**config.mk**
```make
export PLATFORM = sky130hd
export DESIGN_NAME = adc_frame_reader
export DESIGN_NICKNAME = d
export VERILOG_FILES = /design/src/rtl/adc_rd_pkg.sv /design/src/rtl/adc_rd_sclk.sv /design/src/rtl/adc_rd_shift.sv /design/src/rtl/adc_rd_unpack.sv /design/src/rtl/adc_frame_reader.sv
export SDC_FILE = /design/constraint.sdc
export NUM_CORES = 1
export LEC_CHECK = 0
export BUFFER_PORTS_ARGS = -buffer_cell sky130_fd_sc_hd__buf_2
export CAP_MARGIN = 5
export CORE_MARGIN = 8
export CORE_UTILIZATION = 34
export DETAILED_ROUTE_END_ITERATION = 12
export SETUP_SLACK_MARGIN = 0.4
export SLEW_MARGIN = 20
export SYNTH_ARGS = -nofsm -noshare
export SYNTH_HDL_FRONTEND = slang
export SYNTH_SLANG_ARGS = --single-unit
```
**constraint.sdc**
```tcl
create_clock -name clk -period 2.69 [get_ports clk]
set_clock_uncertainty 0.15 [all_clocks]
set_input_delay 0.269 -clock clk [delete_from_list [all_inputs] [get_ports clk]]
set_output_delay 0.269 -clock clk [all_outputs]
set_load 0.005 [all_outputs]
```
**src/rtl/adc_rd_pkg.sv**
```systemverilog
package adc_rd_pkg;

  localparam int FRAME_W = 32;
  localparam int VAL_W   = 24;
  localparam int SUB_W   = 5;

  typedef enum logic [2:0] {
    ST_IDLE  = 3'd0,
    ST_POLL  = 3'd1,
    ST_GAP   = 3'd2,
    ST_SHIFT = 3'd3,
    ST_DONE  = 3'd4
  } rd_state_e;

  // Field order follows arrival order on the wire: first bit is the MSB.
  typedef struct packed {
    logic             eoc;
    logic             dummy;
    logic             sign;
    logic [VAL_W-1:0] value;
    logic [SUB_W-1:0] sub;
  } frame_t;

endpackage

```
**src/rtl/adc_rd_sclk.sv**
```systemverilog
module adc_rd_sclk #(
  parameter int HALF = 4
) (
  input  logic clk,
  input  logic rst_n,
  input  logic run,
  output logic sclk,
  output logic rise,
  output logic fall
);

  localparam int CW = (HALF > 1) ? $clog2(HALF) : 1;

  logic [CW-1:0] cnt_q;
  logic          sclk_q;
  logic          wrap;

  assign wrap = run && (cnt_q == CW'(HALF - 1));
  assign rise = wrap && !sclk_q;
  assign fall = wrap && sclk_q;
  assign sclk = sclk_q;

  always_ff @(posedge clk or negedge rst_n) begin
    if (!rst_n) begin
      cnt_q  <= '0;
      sclk_q <= 1'b0;
    end else if (!run) begin
      cnt_q  <= '0;
      sclk_q <= 1'b0;
    end else if (wrap) begin
      cnt_q  <= '0;
      sclk_q <= ~sclk_q;
    end else begin
      cnt_q <= cnt_q + 1'b1;
    end
  end

  // the level toggles only at the end of a full half period
  p_half_hold_r5: assert property (@(posedge clk) disable iff (!rst_n)
    (run && !wrap && $past(run)) |=> $stable(sclk_q));

endmodule

```
**src/rtl/adc_rd_shift.sv**
```systemverilog
module adc_rd_shift #(
  parameter int FW    = 32,
  parameter int CFG_W = 8
) (
  input  logic             clk,
  input  logic             rst_n,
  input  logic             load,
  input  logic [CFG_W-1:0] cfg,
  input  logic             rise,
  input  logic             fall,
  input  logic             miso,
  output logic             mosi,
  output logic [FW-1:0]    rx,
  output logic             last_fall
);

  localparam int NW = $clog2(FW + 1);

  logic [FW-1:0] tx_q;
  logic [FW-1:0] rx_q;
  logic [NW-1:0] nbit_q;

  assign mosi      = tx_q[FW-1];
  assign rx        = rx_q;
  assign last_fall = fall && (nbit_q == NW'(FW - 1));

  always_ff @(posedge clk or negedge rst_n) begin
    if (!rst_n) begin
      tx_q   <= '0;
      rx_q   <= '0;
      nbit_q <= '0;
    end else begin
      if (load) begin
        tx_q   <= FW'(cfg) << (FW - CFG_W);
        nbit_q <= '0;
      end else if (fall) begin
        tx_q   <= tx_q << 1;
        nbit_q <= nbit_q + 1'b1;
      end
      if (rise) begin
        rx_q <= {rx_q[FW-2:0], miso};
      end
    end
  end

  // no rising edge beyond the frame length
  p_bits_r4: assert property (@(posedge clk) disable iff (!rst_n)
    rise |-> (nbit_q < NW'(FW)));

endmodule

```
**src/rtl/adc_rd_unpack.sv**
```systemverilog
module adc_rd_unpack
  import adc_rd_pkg::*;
(
  input  logic [FRAME_W-1:0] frame,
  output logic               status,
  output logic               sign,
  output logic [VAL_W-1:0]   value,
  output logic [SUB_W-1:0]   sub,
  output logic               frame_err
);

  frame_t f;

  assign f         = frame_t'(frame);
  assign status    = f.eoc;
  assign sign      = f.sign;
  assign value     = f.value;
  assign sub       = f.sub;
  assign frame_err = f.eoc | f.dummy;

endmodule

```
**src/rtl/adc_frame_reader.sv**
```systemverilog
module adc_frame_reader
  import adc_rd_pkg::*;
#(
  parameter int SCLK_HALF = 4,
  parameter int CFG_W     = 8,
  parameter int POLL_LEN  = 16,
  parameter int GAP_LEN   = 4,
  parameter int TIMEOUT   = 5000
) (
  input  logic             clk,
  input  logic             rst_n,
  input  logic             start,
  input  logic [CFG_W-1:0] cfg_word,
  output logic             busy,
  output logic             cs_n,
  output logic             sclk,
  output logic             mosi,
  input  logic             miso,
  output logic             res_valid,
  output logic             res_status,
  output logic             res_sign,
  output logic [VAL_W-1:0] res_value,
  output logic [SUB_W-1:0] res_sub,
  output logic             res_frame_err,
  output logic             timeout_err
);

  localparam int WIN_MAX = (POLL_LEN > GAP_LEN) ? POLL_LEN : GAP_LEN;
  localparam int WIN_W   = $clog2(WIN_MAX + 1);
  localparam int TMO_W   = $clog2(TIMEOUT + 1);

  rd_state_e            st_q;
  logic [WIN_W-1:0]     win_q;
  logic [TMO_W-1:0]     tmo_q;
  logic                 cs_q;
  logic                 busy_q;
  logic                 valid_q;
  logic                 tout_q;
  logic [CFG_W-1:0]     cfg_q;
  logic [FRAME_W-1:0]   frame_q;

  logic                 polling;
  logic                 tmo_hit;
  logic                 ready_hit;
  logic                 load;
  logic                 run;
  logic                 rise;
  logic                 fall;
  logic                 last_fall;
  logic [FRAME_W-1:0]   rx;

  assign polling   = (st_q == ST_POLL) || (st_q == ST_GAP);
  assign tmo_hit   = polling && (tmo_q == TMO_W'(TIMEOUT - 1));
  assign ready_hit = (st_q == ST_POLL) && (win_q != '0) && !miso;
  assign load      = ready_hit && !tmo_hit;
  assign run       = (st_q == ST_SHIFT);

  adc_rd_sclk #(.HALF(SCLK_HALF)) u_sclk (
    .clk  (clk),
    .rst_n(rst_n),
    .run  (run),
    .sclk (sclk),
    .rise (rise),
    .fall (fall)
  );

  adc_rd_shift #(.FW(FRAME_W), .CFG_W(CFG_W)) u_shift (
    .clk      (clk),
    .rst_n    (rst_n),
    .load     (load),
    .cfg      (cfg_q),
    .rise     (rise),
    .fall     (fall),
    .miso     (miso),
    .mosi     (mosi),
    .rx       (rx),
    .last_fall(last_fall)
  );

  adc_rd_unpack u_unpack (
    .frame    (frame_q),
    .status   (res_status),
    .sign     (res_sign),
    .value    (res_value),
    .sub      (res_sub),
    .frame_err(res_frame_err)
  );

  always_ff @(posedge clk or negedge rst_n) begin
    if (!rst_n) begin
      st_q    <= ST_IDLE;
      win_q   <= '0;
      tmo_q   <= '0;
      cs_q    <= 1'b1;
      busy_q  <= 1'b0;
      valid_q <= 1'b0;
      tout_q  <= 1'b0;
      cfg_q   <= '0;
      frame_q <= '0;
    end else begin
      valid_q <= 1'b0;
      tout_q  <= 1'b0;
      unique case (st_q)
        ST_IDLE: begin
          if (start) begin
            st_q   <= ST_POLL;
            cs_q   <= 1'b0;
            busy_q <= 1'b1;
            win_q  <= '0;
            tmo_q  <= '0;
            cfg_q  <= cfg_word;
          end
        end
        ST_POLL: begin
          tmo_q <= tmo_q + 1'b1;
          if (tmo_hit) begin
            st_q   <= ST_IDLE;
            cs_q   <= 1'b1;
            busy_q <= 1'b0;
            tout_q <= 1'b1;
          end else if (ready_hit) begin
            st_q  <= ST_SHIFT;
            win_q <= '0;
          end else if (win_q == WIN_W'(POLL_LEN - 1)) begin
            st_q  <= ST_GAP;
            cs_q  <= 1'b1;
            win_q <= '0;
          end else begin
            win_q <= win_q + 1'b1;
          end
        end
        ST_GAP: begin
          tmo_q <= tmo_q + 1'b1;
          if (tmo_hit) begin
            st_q   <= ST_IDLE;
            busy_q <= 1'b0;
            tout_q <= 1'b1;
          end else if (win_q == WIN_W'(GAP_LEN - 1)) begin
            st_q  <= ST_POLL;
            cs_q  <= 1'b0;
            win_q <= '0;
          end else begin
            win_q <= win_q + 1'b1;
          end
        end
        ST_SHIFT: begin
          if (last_fall) begin
            st_q    <= ST_DONE;
            cs_q    <= 1'b1;
            valid_q <= 1'b1;
            frame_q <= rx;
          end
        end
        ST_DONE: begin
          st_q   <= ST_IDLE;
          busy_q <= 1'b0;
        end
        default: st_q <= ST_IDLE;
      endcase
    end
  end

  assign cs_n        = cs_q;
  assign busy        = busy_q;
  assign res_valid   = valid_q;
  assign timeout_err = tout_q;

  // serial clock held low while deselected
  p_sclk_idle_r4: assert property (@(posedge clk) disable iff (!rst_n)
    cs_q |-> !sclk);

  // deselected whenever not busy
  p_idle_desel_r2: assert property (@(posedge clk) disable iff (!rst_n)
    !busy_q |-> cs_q);

  // configuration bit steady at the converter's sampling edge
  p_mosi_stable_r6: assert property (@(posedge clk) disable iff (!rst_n)
    $rose(sclk) |-> $stable(mosi));

  // result strobe lasts one cycle and busy follows it down
  p_valid_pulse_r9: assert property (@(posedge clk) disable iff (!rst_n)
    res_valid |=> (!res_valid && !busy_q));

  // timeout never coincides with a result and ends the read
  p_timeout_r10: assert property (@(posedge clk) disable iff (!rst_n)
    timeout_err |-> (!res_valid && !busy_q && cs_q));

endmodule

```
==> results by group <==
Status
  • Status: finished clean

STA
  • PnR worst setup slack: 0.512 ns
  • Clock period minus final worst setup slack: 2.18 ns
  • Slew headroom: 55.9%
  • Final sum of negative setup slack: 0 ns
  • Final count of hold timing violations: 0
  • Fin crit share: 81.0%
  • Maximum clock frequency: 0.459 GHz
  • Transition time at the pin with the least slew margin: 0.662 ns
  • Pins Over Slew Limit: 0
  • RSZ-0062 raised after global routing: false
  • Setup Viol. Count Final: 0

Global route
  • First-pass GRT wire length: 16000 um
  • Number of antenna violations at the first check in global routing: 0
  • Met3 demand-to-capacity share in global routing: 4.23%
  • Overall overflow remaining after global route: 0
  • Maximum number of pins on one net before global-route repair: 52
  • Met1 Resource Use GR: 11.5%
  • Met2 track demand over resource in global routing: 16.6%
  • Number of global-route vias before repair: 3344
  • Global-route layer with the greatest usage: met2
  • Global routing usage summed across all routing layers: 10.3%

Route
  • Violation count after the first detailed-routing iteration: 125
  • Via density per instance: 4.80
  • Antenna-violating nets left: 0
  • Post-Route WL: 9230 um
  • Via count: 3097
  • Wirelength per Cell: 14.3 um
  • First-pass detailed-route iteration total: 4
  • Remaining design rule violation count: 0

Setup path
  • Worst-path cell chain: nand3b_4 > nor2_4 > nand3_2 > buf_4 > mux2_1
  • Start-to-end type of the worst setup path: flop to flop
  • Startpoint types: flop
  • CP max stage cell: dfrtp_1
  • Required time of the critical path: 2.82 ns
  • Crit end category: flop
  • Max incr delay on CP: 0.53 ns
  • Worst-path maximum fanout: 20
  • Data arrival time of the critical path: 2.31 ns

Cells and area
  • Commonest non-fill, non-tap cells in the layout: dfrtp_1 (113), mux2_2 (72), buf_2 (48)
  • Final net count: 463
  • Fillcell total: 1386
  • ANT cells: 0
  • Final Instance Count excl. Fillers: 645
  • Util after Layout: 41.0%
  • P&R area growth vs syn: 19.9%
  • Final non-filler cell area: 6140 um2
  • Most frequent standard cell in the layout excluding fill and tap cells: dfrtp_1
  • Share of layout cells above drive strength 1: 38.5%
  • Area of the multi-input gates: 1940 um2
  • Combined flip-flop and latch cell area: 2850 um2

Synth
  • Asr flop ratio synth: 100%
  • Mapped Area: 5120 um2
  • Total nets after synthesis: 420
  • Prevailing post-synth register cell: dfrtp_1
  • Per-instance average area after synthesis: 12.8 um2
  • Synth unique cells: 57
  • Number of synthesized flops with an enable pin: 0
  • Sequential share of the synthesized area: 55.7%
  • Number of synthesized register bits: 114
  • Ys Warns: 0
  • Cell count after synthesis: 401

Die
  • Core Footprint: 15000 um2
  • Die footprint: 19300 um2
  • Chip Height: 139 um
  • Row count: 45
  • Initial core utilization: 34.2%
  • Overall die width: 139 um
  • I/O Pins: 50

Power and ir drop
  • Part of the total power dissipated in the clock network: 43.2%
  • Switching power summed over all nets: 0.00147 W
  • Sequential share of power: 39.7%
  • Largest voltage drop on the vdd net: 0.439 mV
  • Switching Fraction: 26.8%
  • Power Internal: 0.00401 W
  • Power per cell area: 892 nW/um2
  • Leakage power summed over all cells: 3.05 nW
  • Logic gate share of total power: 17.1%

Placement
  • Port Buffers: 49
  • Worst setup slack before clock tree synthesis: 0.479 ns
  • Placed inst area: 5400 um2
  • Half-perimeter wire length of the detailed placement result: 6210 um
  • Placed insts: 602
  • Placer Congestion: 0.835

Clocking
  • Later-pin clock latency in the skew report: 0.41 ns
  • Clock tree from TritonCTS: yes
  • CTS buffer count: 17
  • Buffer levels on the longest clock path: 2
  • Clock root buffer: clkbuf_16
  • Clock-pin slew on the worst setup and hold paths: 0.05 ns
  • Number of sinks handled by clock tree synthesis: 114
  • H-tree depth reported by CTS: 4

Worst hold path
  • Type of the most critical hold path: primary input to flop

Run
  • Max-cap viol count: 0
-- Yosys cell counts (2+ instances only) --
master / n / share of area (%)
and3_1: 3 / 0.37
nor4_1: 2 / 0.24
or2_2: 2 / 0.24
inv_1: 11 / 0.81
mux2i_1: 2 / 0.39
o21ai_1: 2 / 0.20
a22o_1: 10 / 1.7
nand3_1: 9 / 0.88
nand4_1: 5 / 0.61
nand2_1: 14 / 1.0
mux2_1: 2 / 0.44
a21oi_1: 6 / 0.59
o21ai_0: 7 / 0.68
nor3_1: 5 / 0.49
dfrtp_1: 113 / 55
mux2_2: 72 / 16
nor2_1: 23 / 1.7
nor4b_1: 2 / 0.34
xor2_1: 6 / 1.0
nor3b_1: 2 / 0.29
nor2b_1: 3 / 0.37
clkbuf_1: 2 / 0.15
ha_1: 7 / 1.7
or3_1: 4 / 0.49
buf_4: 31 / 4.5
xnor2_1: 11 / 1.9
a21o_1: 6 / 0.88
buf_2: 10 / 0.98
-- worst paths after layout --
check                                start  cells past startpoint         endpoint  slack [ns]
max                                st_q[2]                      5      frame_q[17]        0.51
min                                   miso                      2    u_shift.rx[0]        0.03
max reg2reg                        st_q[2]                      5      frame_q[17]        0.51
min reg2reg                u_sclk.cnt_q[0]                      1  u_sclk.cnt_q[0]        0.31
max in group asynchronous            rst_n                      3      frame_q[21]        1.40
min in group asynchronous            rst_n                      2   u_shift.rx[31]        0.28
-- worst max-delay path: cells and delay by family, from the launching register on --
kind / cells / cell delay, ns
mux: 1 / 0.33
buf+inv: 1 / 0.23
flops: 1 / 0.53
simple gates: 3 / 0.80
-- logic make-up after synthesis --
kind of cell / Yosys count / share of synthesized area, %
XOR/XNOR: 17 / 2.91
AND/OR/NAND/NOR: 89 / 10.1
flip-flops: 114 / 55.7
buffers and inverters: 55 / 6.69
AO/OA/AOI/OAI: 43 / 6.25
adder cells (fa/ha/maj): 7 / 1.71
multiplexers: 76 / 16.7
-- power by group through the flow --
stage / Clock [W] / Combinational, W / Sequential, W
after floorplan: 0 / 0.000728 / 0.00211
after CTS: 0.00244 / 0.000943 / 0.00217
after global placement: 0 / 0.000895 / 0.00219
after detailed placement: 0 / 0.000924 / 0.00220
after global routing: 0.00252 / 0.00106 / 0.00220
final: 0.00237 / 0.000936 / 0.00217
-- flip-flops by register name, summed over array words and instances, names as in the netlist --
register and count:
u_sclk.sclk 1, u_shift.rx 32, u_sclk.cnt_q 2, busy 1
st_q 3, cs_n 1, timeout_err 1, win_q 5
u_shift.nbit_q 6, frame_q 32, res_valid 1, tmo_q 13
cfg_q 8, u_shift.tx_q 8
-- through the flow --
step	power (W)	hold WS (ns)
floorplan	0.00284	-0.177
global placement	0.00309	0.202
detailed placement	0.00312	0.212
CTS	0.00556	0.00581
global route	0.00578	0.0122
finish	0.00548	0.0291
-- final cells by class --
| class | instances | share of cell area (%) |
|---|---|---|
| Sequential cell | 114 | 46.5 |
| Multi-Input combinational cell | 232 | 31.7 |
| Clock buffer | 22 | 7.72 |
| Timing Repair Buffer | 68 | 7.13 |
| Tap cell | 188 | 3.83 |
| Clock inverter | 10 | 2.53 |
| Inverter | 11 | 0.672 |
-- what timing repair did --
action	CTS	global route
endpoints found under the hold margin	55	0
hold buffers	9	0
setup endpoints to repair	0	15
setup buffers	0	2
resized for setup	0	1
-- per-layer routing --
| layer | share of wire, % | vias up |
|---|---|---|
| li1 | - | 1478 |
| met1 | 44 | 1544 |
| met2 | 49 | 52 |
| met3 | 4.7 | 23 |
| met4 | 2.2 | 0 |
| met5 | 0 | - |
Note: power is estimated with default switching activity, not from simulation.
